$ cat config.mk
export PLATFORM = sky130hd
export DESIGN_NAME = fsel_latch
export DESIGN_NICKNAME = d
export VERILOG_FILES = /design/src/rtl/fsel_pkg.sv /design/src/rtl/fsel_ctrl.sv /design/src/rtl/fsel_dpath.sv /design/src/rtl/fsel_latch.sv
export SDC_FILE = /design/constraint.sdc
export NUM_CORES = 1
export LEC_CHECK = 0
export CORE_MARGIN = 1
export CORE_UTILIZATION = 25
export DETAILED_ROUTE_END_ITERATION = 12
export DONT_BUFFER_PORTS = 1
export GPL_TIMING_DRIVEN = 0
export PLACE_DENSITY = 0.41
export SETUP_SLACK_MARGIN = 0.15
export SLEW_MARGIN = 5
export SYNTH_ARGS = -nofsm -noshare
export SYNTH_HDL_FRONTEND = slang
export SYNTH_HIERARCHICAL = 1
export SYNTH_SLANG_ARGS = --single-unit
$ cat constraint.sdc
create_clock -name clk -period 1.38 [get_ports clk]
set_input_delay 0.276 -clock clk [delete_from_list [all_inputs] [get_ports clk]]
set_output_delay 0.276 -clock clk [all_outputs]
set_load 0.005 [all_outputs]
$ cat src/rtl/fsel_pkg.sv
package fsel_pkg;
  localparam int LVL_W = 2;
  localparam logic [LVL_W-1:0] LVL_MID = 2'b01;

  typedef enum logic [1:0] {ST_WAIT, ST_LOCK, ST_TEST} fselState_t;

  typedef struct packed {
    logic capture;
    logic restore;
  } fselStrobe_t;
endpackage

$ cat src/rtl/fsel_ctrl.sv
module fsel_ctrl
  import fsel_pkg::*;
#(
  parameter int SYNC_STAGES = 2,
  parameter int CONFIRM     = 2
) (
  input  logic        clk,
  input  logic        rstN,
  input  logic        pwrOkN,
  input  logic        midHighIn,
  output fselStrobe_t stb,
  output logic        ready
);
  localparam int HIST_W = CONFIRM - 1;

  logic [SYNC_STAGES-1:0] syncQ;
  logic [HIST_W-1:0]      histQ;
  logic                   syncOut;
  logic                   validLow;
  fselState_t             state, stateNext;

  always_ff @(posedge clk or negedge rstN) begin
    if (!rstN) syncQ <= '1;
    else       syncQ <= {syncQ[SYNC_STAGES-2:0], pwrOkN};
  end
  assign syncOut = syncQ[SYNC_STAGES-1];

  generate
    if (HIST_W == 1) begin : g_hist1
      always_ff @(posedge clk or negedge rstN) begin
        if (!rstN) histQ <= '1;
        else       histQ <= syncOut;
      end
    end else begin : g_histN
      always_ff @(posedge clk or negedge rstN) begin
        if (!rstN) histQ <= '1;
        else       histQ <= {histQ[HIST_W-2:0], syncOut};
      end
    end
  endgenerate

  assign validLow = !syncOut && (histQ == '0);

  always_comb begin
    stateNext   = state;
    stb.capture = 1'b0;
    stb.restore = 1'b0;
    case (state)
      ST_WAIT: begin
        if (validLow) begin
          stb.capture = 1'b1;
          stateNext   = midHighIn ? ST_TEST : ST_LOCK;
        end
      end
      ST_LOCK: stateNext = ST_LOCK;
      ST_TEST: begin
        if (syncOut) begin
          stb.restore = 1'b1;
          stateNext   = ST_WAIT;
        end else if (validLow) begin
          stb.capture = 1'b1;
          stateNext   = midHighIn ? ST_TEST : ST_LOCK;
        end
      end
      default: begin
        stb.restore = 1'b1;
        stateNext   = ST_WAIT;
      end
    endcase
  end

  always_ff @(posedge clk or negedge rstN) begin
    if (!rstN) state <= ST_WAIT;
    else       state <= stateNext;
  end

  assign ready = (state != ST_WAIT);
endmodule

$ cat src/rtl/fsel_dpath.sv
module fsel_dpath
  import fsel_pkg::*;
#(
  parameter int              SEL_W       = 4,
  parameter logic [SEL_W-1:0] DEFAULT_SEL = '0,
  parameter int              DIVREF_BIT  = 1
) (
  input  logic                   clk,
  input  logic                   rstN,
  input  fselStrobe_t            stb,
  input  logic [SEL_W-1:0]       selBin,
  input  logic [LVL_W-1:0]       midLvl,
  output logic [SEL_W+LVL_W-1:0] selCode,
  output logic                   testMode,
  output logic                   testDivRef
);
  localparam int CODE_W = SEL_W + LVL_W;
  localparam logic [CODE_W-1:0] DEFAULT_CODE = {LVL_MID, DEFAULT_SEL};

  logic [CODE_W-1:0] codeQ;
  logic              testQ;

  always_ff @(posedge clk or negedge rstN) begin
    if (!rstN) begin
      codeQ <= DEFAULT_CODE;
      testQ <= 1'b0;
    end else if (stb.restore) begin
      codeQ <= DEFAULT_CODE;
      testQ <= 1'b0;
    end else if (stb.capture) begin
      codeQ <= {midLvl, selBin};
      testQ <= midLvl[LVL_W-1];
    end
  end

  assign selCode    = codeQ;
  assign testMode   = testQ;
  assign testDivRef = testQ & codeQ[DIVREF_BIT];
endmodule

$ cat src/rtl/fsel_latch.sv
module fsel_latch
  import fsel_pkg::*;
#(
  parameter int               SEL_W       = 4,
  parameter logic [SEL_W-1:0] DEFAULT_SEL = '0,
  parameter int               DIVREF_BIT  = 1,
  parameter int               SYNC_STAGES = 2,
  parameter int               CONFIRM     = 2
) (
  input  logic                   clk,
  input  logic                   rstN,
  input  logic                   pwrOkN,
  input  logic [SEL_W-1:0]       selBin,
  input  logic [1:0]             midLvl,
  output logic [SEL_W+1:0]       selCode,
  output logic                   ready,
  output logic                   testMode,
  output logic                   testDivRef
);
  fselStrobe_t stb;

  fsel_ctrl #(.SYNC_STAGES(SYNC_STAGES), .CONFIRM(CONFIRM)) u_ctrl (
    .clk(clk), .rstN(rstN), .pwrOkN(pwrOkN),
    .midHighIn(midLvl[1]), .stb(stb), .ready(ready)
  );

  fsel_dpath #(.SEL_W(SEL_W), .DEFAULT_SEL(DEFAULT_SEL), .DIVREF_BIT(DIVREF_BIT)) u_dpath (
    .clk(clk), .rstN(rstN), .stb(stb), .selBin(selBin), .midLvl(midLvl),
    .selCode(selCode), .testMode(testMode), .testDivRef(testDivRef)
  );
endmodule

## Yosys cells after proc, flatten, opt, wreduce, memory -nomap -nowiden

Index checks and enable logic that the tools add are counted.

| storage, ports and cells | value |
|---|---|
| bits in registers | 12 |
| input bits | 9 |

| cells by class | value |
|---|---|
| equal/unequal tests | 2 |
| multiplexer cells | 13 |
| bitwise operators | 2 |
| reductions and logical operators | 6 |

Operators by type and width:

| operator | count |
|---|---|
| two-way mux 6 bit | 2 |
| two-way mux 2 bit | 3 |
| case mux 2 bit (3 select lines) | 1 |
| two-way mux 1 bit | 5 |
| case mux 1 bit (2 select lines) | 2 |
| nonzero test 2 bit | 2 |
| == test 2 x 1 -> 1 bit, second input constant | 1 |
| == test 2 bit, second input constant | 1 |
| zero test 2 bit | 1 |
| OR reduction 2 bit | 1 |
| bitwise AND 1 bit | 1 |
| logical AND 1 bit | 1 |
| zero test 1 bit | 1 |
| NOT 1 bit | 1 |

## Depth between registers and ports, before layout

| logic depth | value |
|---|---|
| depth after elaboration | 7 |
| gate-level depth with buffers | 4 |

## Cells and area by module

Netlist, hierarchy kept.

By module, submodules not included:

| module | instances | cells each | area each (um^2) | sequential area each (um^2) |
|---|---|---|---|---|
| fsel_dpath | 1 | 21 | 262.8 | 151.4 |
| fsel_ctrl | 1 | 12 | 190.2 | 128.9 |

## Least setup slack after synthesis

Ideal clock, no wire load.

| path | value |
|---|---|
| kind | register to register |
| from | reg u_ctrl.state[0] |
| to | reg u_dpath.codeQ[4], in the netlist u_dpath/selCode[4] |
| setup time | 82 ps |
| data arrival time | 1039 ps |
| required time | 1298 ps |
| setup slack | 259 ps |
| cell stages (with the launch flop) | 5 |
| path buffers | 1 |
| clock period less this slack | 1121 ps |
| cell sequence | dfrtp_1 nor3_1 buf_6 nor2b_2 a211o_1 |

RTL lines:

| element | line | text |
|---|---|---|
| from (decl) | fsel_ctrl.sv:20 | `fselState_t state, stateNext;` |
| from (signal assigned) | fsel_ctrl.sv:74 | `else state <= stateNext;` |
| to (signal assigned) | fsel_dpath.sv:31 | `codeQ <= {midLvl, selBin};` |
| to (decl) | fsel_dpath.sv:20 | `logic [CODE_W-1:0] codeQ;` |

## Final worst setup path

| path | value |
|---|---|
| from | reg u_ctrl.state[0] |
| to | out ready |

| on the way | value |
|---|---|
| cells in the longest elaborated chain, start to end | 1 |

RTL lines:

| element | line | text |
|---|---|---|
| nonzero test 2 bit | fsel_ctrl.sv:77 | `assign ready = (state != ST_WAIT);` |
| to (decl) | fsel_latch.sv:16 | `output logic ready,` |

Every way passes these cells.

==> out/metrics.cfg <==
[cts]
clock_sinks=11
cts-root-buf=clkbuf_4
cts.htree.levels=1
cts.path.max_buffers=2
path_clk_slew_ns=0.07
insertion_delay_ns=0.26
cts_buffers=3
cts_tree=yes

[detailed_routing]
dr_wl_met2_um=367
route.detailed.drc=0
highest_layer=met3
firstDrtPassIters=2
vias_per_cell=4.14
met3_length_um=68
wl_per_cell_um=11.5
drt-met1-wl_um=324
drt-initial-drc-count=2
drtAntennaViolNets=0
vias=273
routed_wl_um=761

[yosys]
synth_top_area_share_pct=38.7
ys_seq_elements=11
syn-num-nets=42
syn_area_per_cell_um2=13.7
synth_seq_area_share_pct=61.9
netlist_area_um2=453
synth_top_area_cell=dfrtp_1
syn-instance-count=33
synth_area_leaders=dfrtp_1 (39%), dfstp_2 (23%), mux2i_1 (13%)
ys_warn_count=6
synth_cell_types=15

[layout]
finalNonFillerCells=66
syn_to_final_growth_pct=22.4
finalInstanceArea_um2=554
nets=51
mostFrequentLayoutCells=mux2i_1 (6), dfrtp_1 (6), nor2_1 (5)
final_util_pct=32.5
layout-drive-gt1-share_pct=41.5
diodes=0

[power_and_ir_drop]
power.density_nw_per_um2=1890
power.leakage_nw=0.237
peakVddDrop_v=0.000508
power_mw=1.05

[placement]
dp_slack_ns=0.182
post_dp_cell_area_um2=484
gp_congestion=0.561
portBuffers=0
place_inst=58
hpwl_um=538

[global_route]
grt_max_degree=12
first_global_vias=307
grt_usage_pct=9.39
grt_pass1_wl_mm=1.25
antenna_found_initial=0
grt_overflow=0

[worst_setup_path]
critPathMaxFanout=3
max_stage_delay_ns=0.42
cp-start-kind=flop
cp.required_ns=1.10
path_class=reg -> out
path_buf_inv=0
slowest_stage=dfrtp_2
cp_cell_sequence=or2_4
arrival_ns=0.91
reg2reg_from=u_ctrl/state[0]$_DFF_PN0_
r2r_cells=3
end_kind=output port
crit_family=flip-flops
reg2reg_to=u_dpath/selCode[4]$_DFFE_PN1P_
reg2reg_slack_ns=0.25

[die]
die_x_um=44.6
die_h_um=44.6
initial_core_util_pct=26.5
die_area_um2=1990
rows=15
io_pins=18
core-area_um2=1710

[timing]
rsz0062_at_grt=no
fin_ws_ns=0.189
hold_viol=0
finalCritPeriodShare_pct=86.3
fin_crit_ns=1.19
worst_slew_pin_slew_ns=0.487
slew_violations=0
finalSetupViolCount=0
relSlewSlack_pct=67.4
tns_ns=0
skew_ns=0.000998
hold_slack_ns=0.0990
clock.fmax_ghz=0.840

[hold_path]
worstHoldStart=midLvl[1]
hold-path-endpoint=u_ctrl/state[0]$_DFF_PN0_
hold_path.class=in -> reg
hold_depth=1

[status]
status=finished, final reports clean

[job]
maxCapViolCount=0

-- synth_stat cells, drive strengths merged --
cell	instances
dfrtp	7
mux2i	6
nor2	5
dfstp	4
buf	2
nor3	2
a211o	1
and2	1
nand2b	1
nor2b	1
o21a	1
o41ai	1
or2	1
-- flip-flops by register name, indices dropped and copies added, names as in the netlist --
register,flops
u_dpath/selCode,5
u_ctrl/state,2
u_ctrl/syncQ,2
u_ctrl/histQ,1
u_dpath/testMode,1
-- per-layer routing --
layer / global-route usage (%) / vias to the layer above
met2: 14.1 / 13
met4: 5.45 / 0
li1: - / 127
met3: 4.49 / 0
met1: 10.9 / 133
met5: 0 / -
-- cells by family (layout without fill, tap and decap cells) --
| kind of cell | Yosys count | count (layout) | share of synthesized area (%) |
|---|---|---|---|
| flip-flops | 11 | 11 | 61.9 |
| buffers and inverters | 2 | 10 | 4.14 |
| AND/OR/NAND/NOR | 11 | 11 | 13.5 |
| AO/OA/AOI/OAI | 3 | 3 | 7.18 |
| multiplexers | 6 | 6 | 13.3 |
-- where the power goes --
group | total [mW] | switching, mW | internal [mW]
registers | 0.548 | 0.0960 | 0.452
logic | 0.291 | 0.125 | 0.166
clock network | 0.210 | 0.0987 | 0.112
total | 1.05 | 0.320 | 0.730
-- how the worst max path moves through the flow --
stage | startpoint | to | cells past startpoint
6_report | u_ctrl/state[0]$_DFF_PN0_ | ready | 1
3_3_place_gp | u_ctrl/state[0]$_DFF_PN0_ | u_dpath/selCode[4]$_DFFE_PN1P_ | 4
2_1_floorplan | u_ctrl/state[0]$_DFF_PN0_ | u_dpath/selCode[4]$_DFFE_PN1P_ | 4
4_1_cts | u_ctrl/state[0]$_DFF_PN0_ | ready | 1
5_1_grt | u_ctrl/state[0]$_DFF_PN0_ | ready | 1
3_5_place_dp | u_ctrl/state[0]$_DFF_PN0_ | u_dpath/selCode[2]$_DFFE_PN0P_ | 4
-- what timing repair did --
action,4_1_cts,5_1_grt
endpoints found under the hold margin,12,0
gates resized for setup,2,1
pin swaps,0,0
setup buffers,2,0
hold buffers,2,0
setup endpoints to repair,1,3
-- area by class of cell --
| type | instances | area (um^2) |
|---|---|---|
| well taps | 25 | 31.3 |
| plain buffers | 2 | 18.8 |
| fillers | 182 | 1150 |
| multi-input cells | 20 | 161 |
| repair buffers | 4 | 35.0 |
| flip-flops and latches | 11 | 282 |
| clock buffers | 4 | 26.3 |
(Power assumes the default switching activity.)
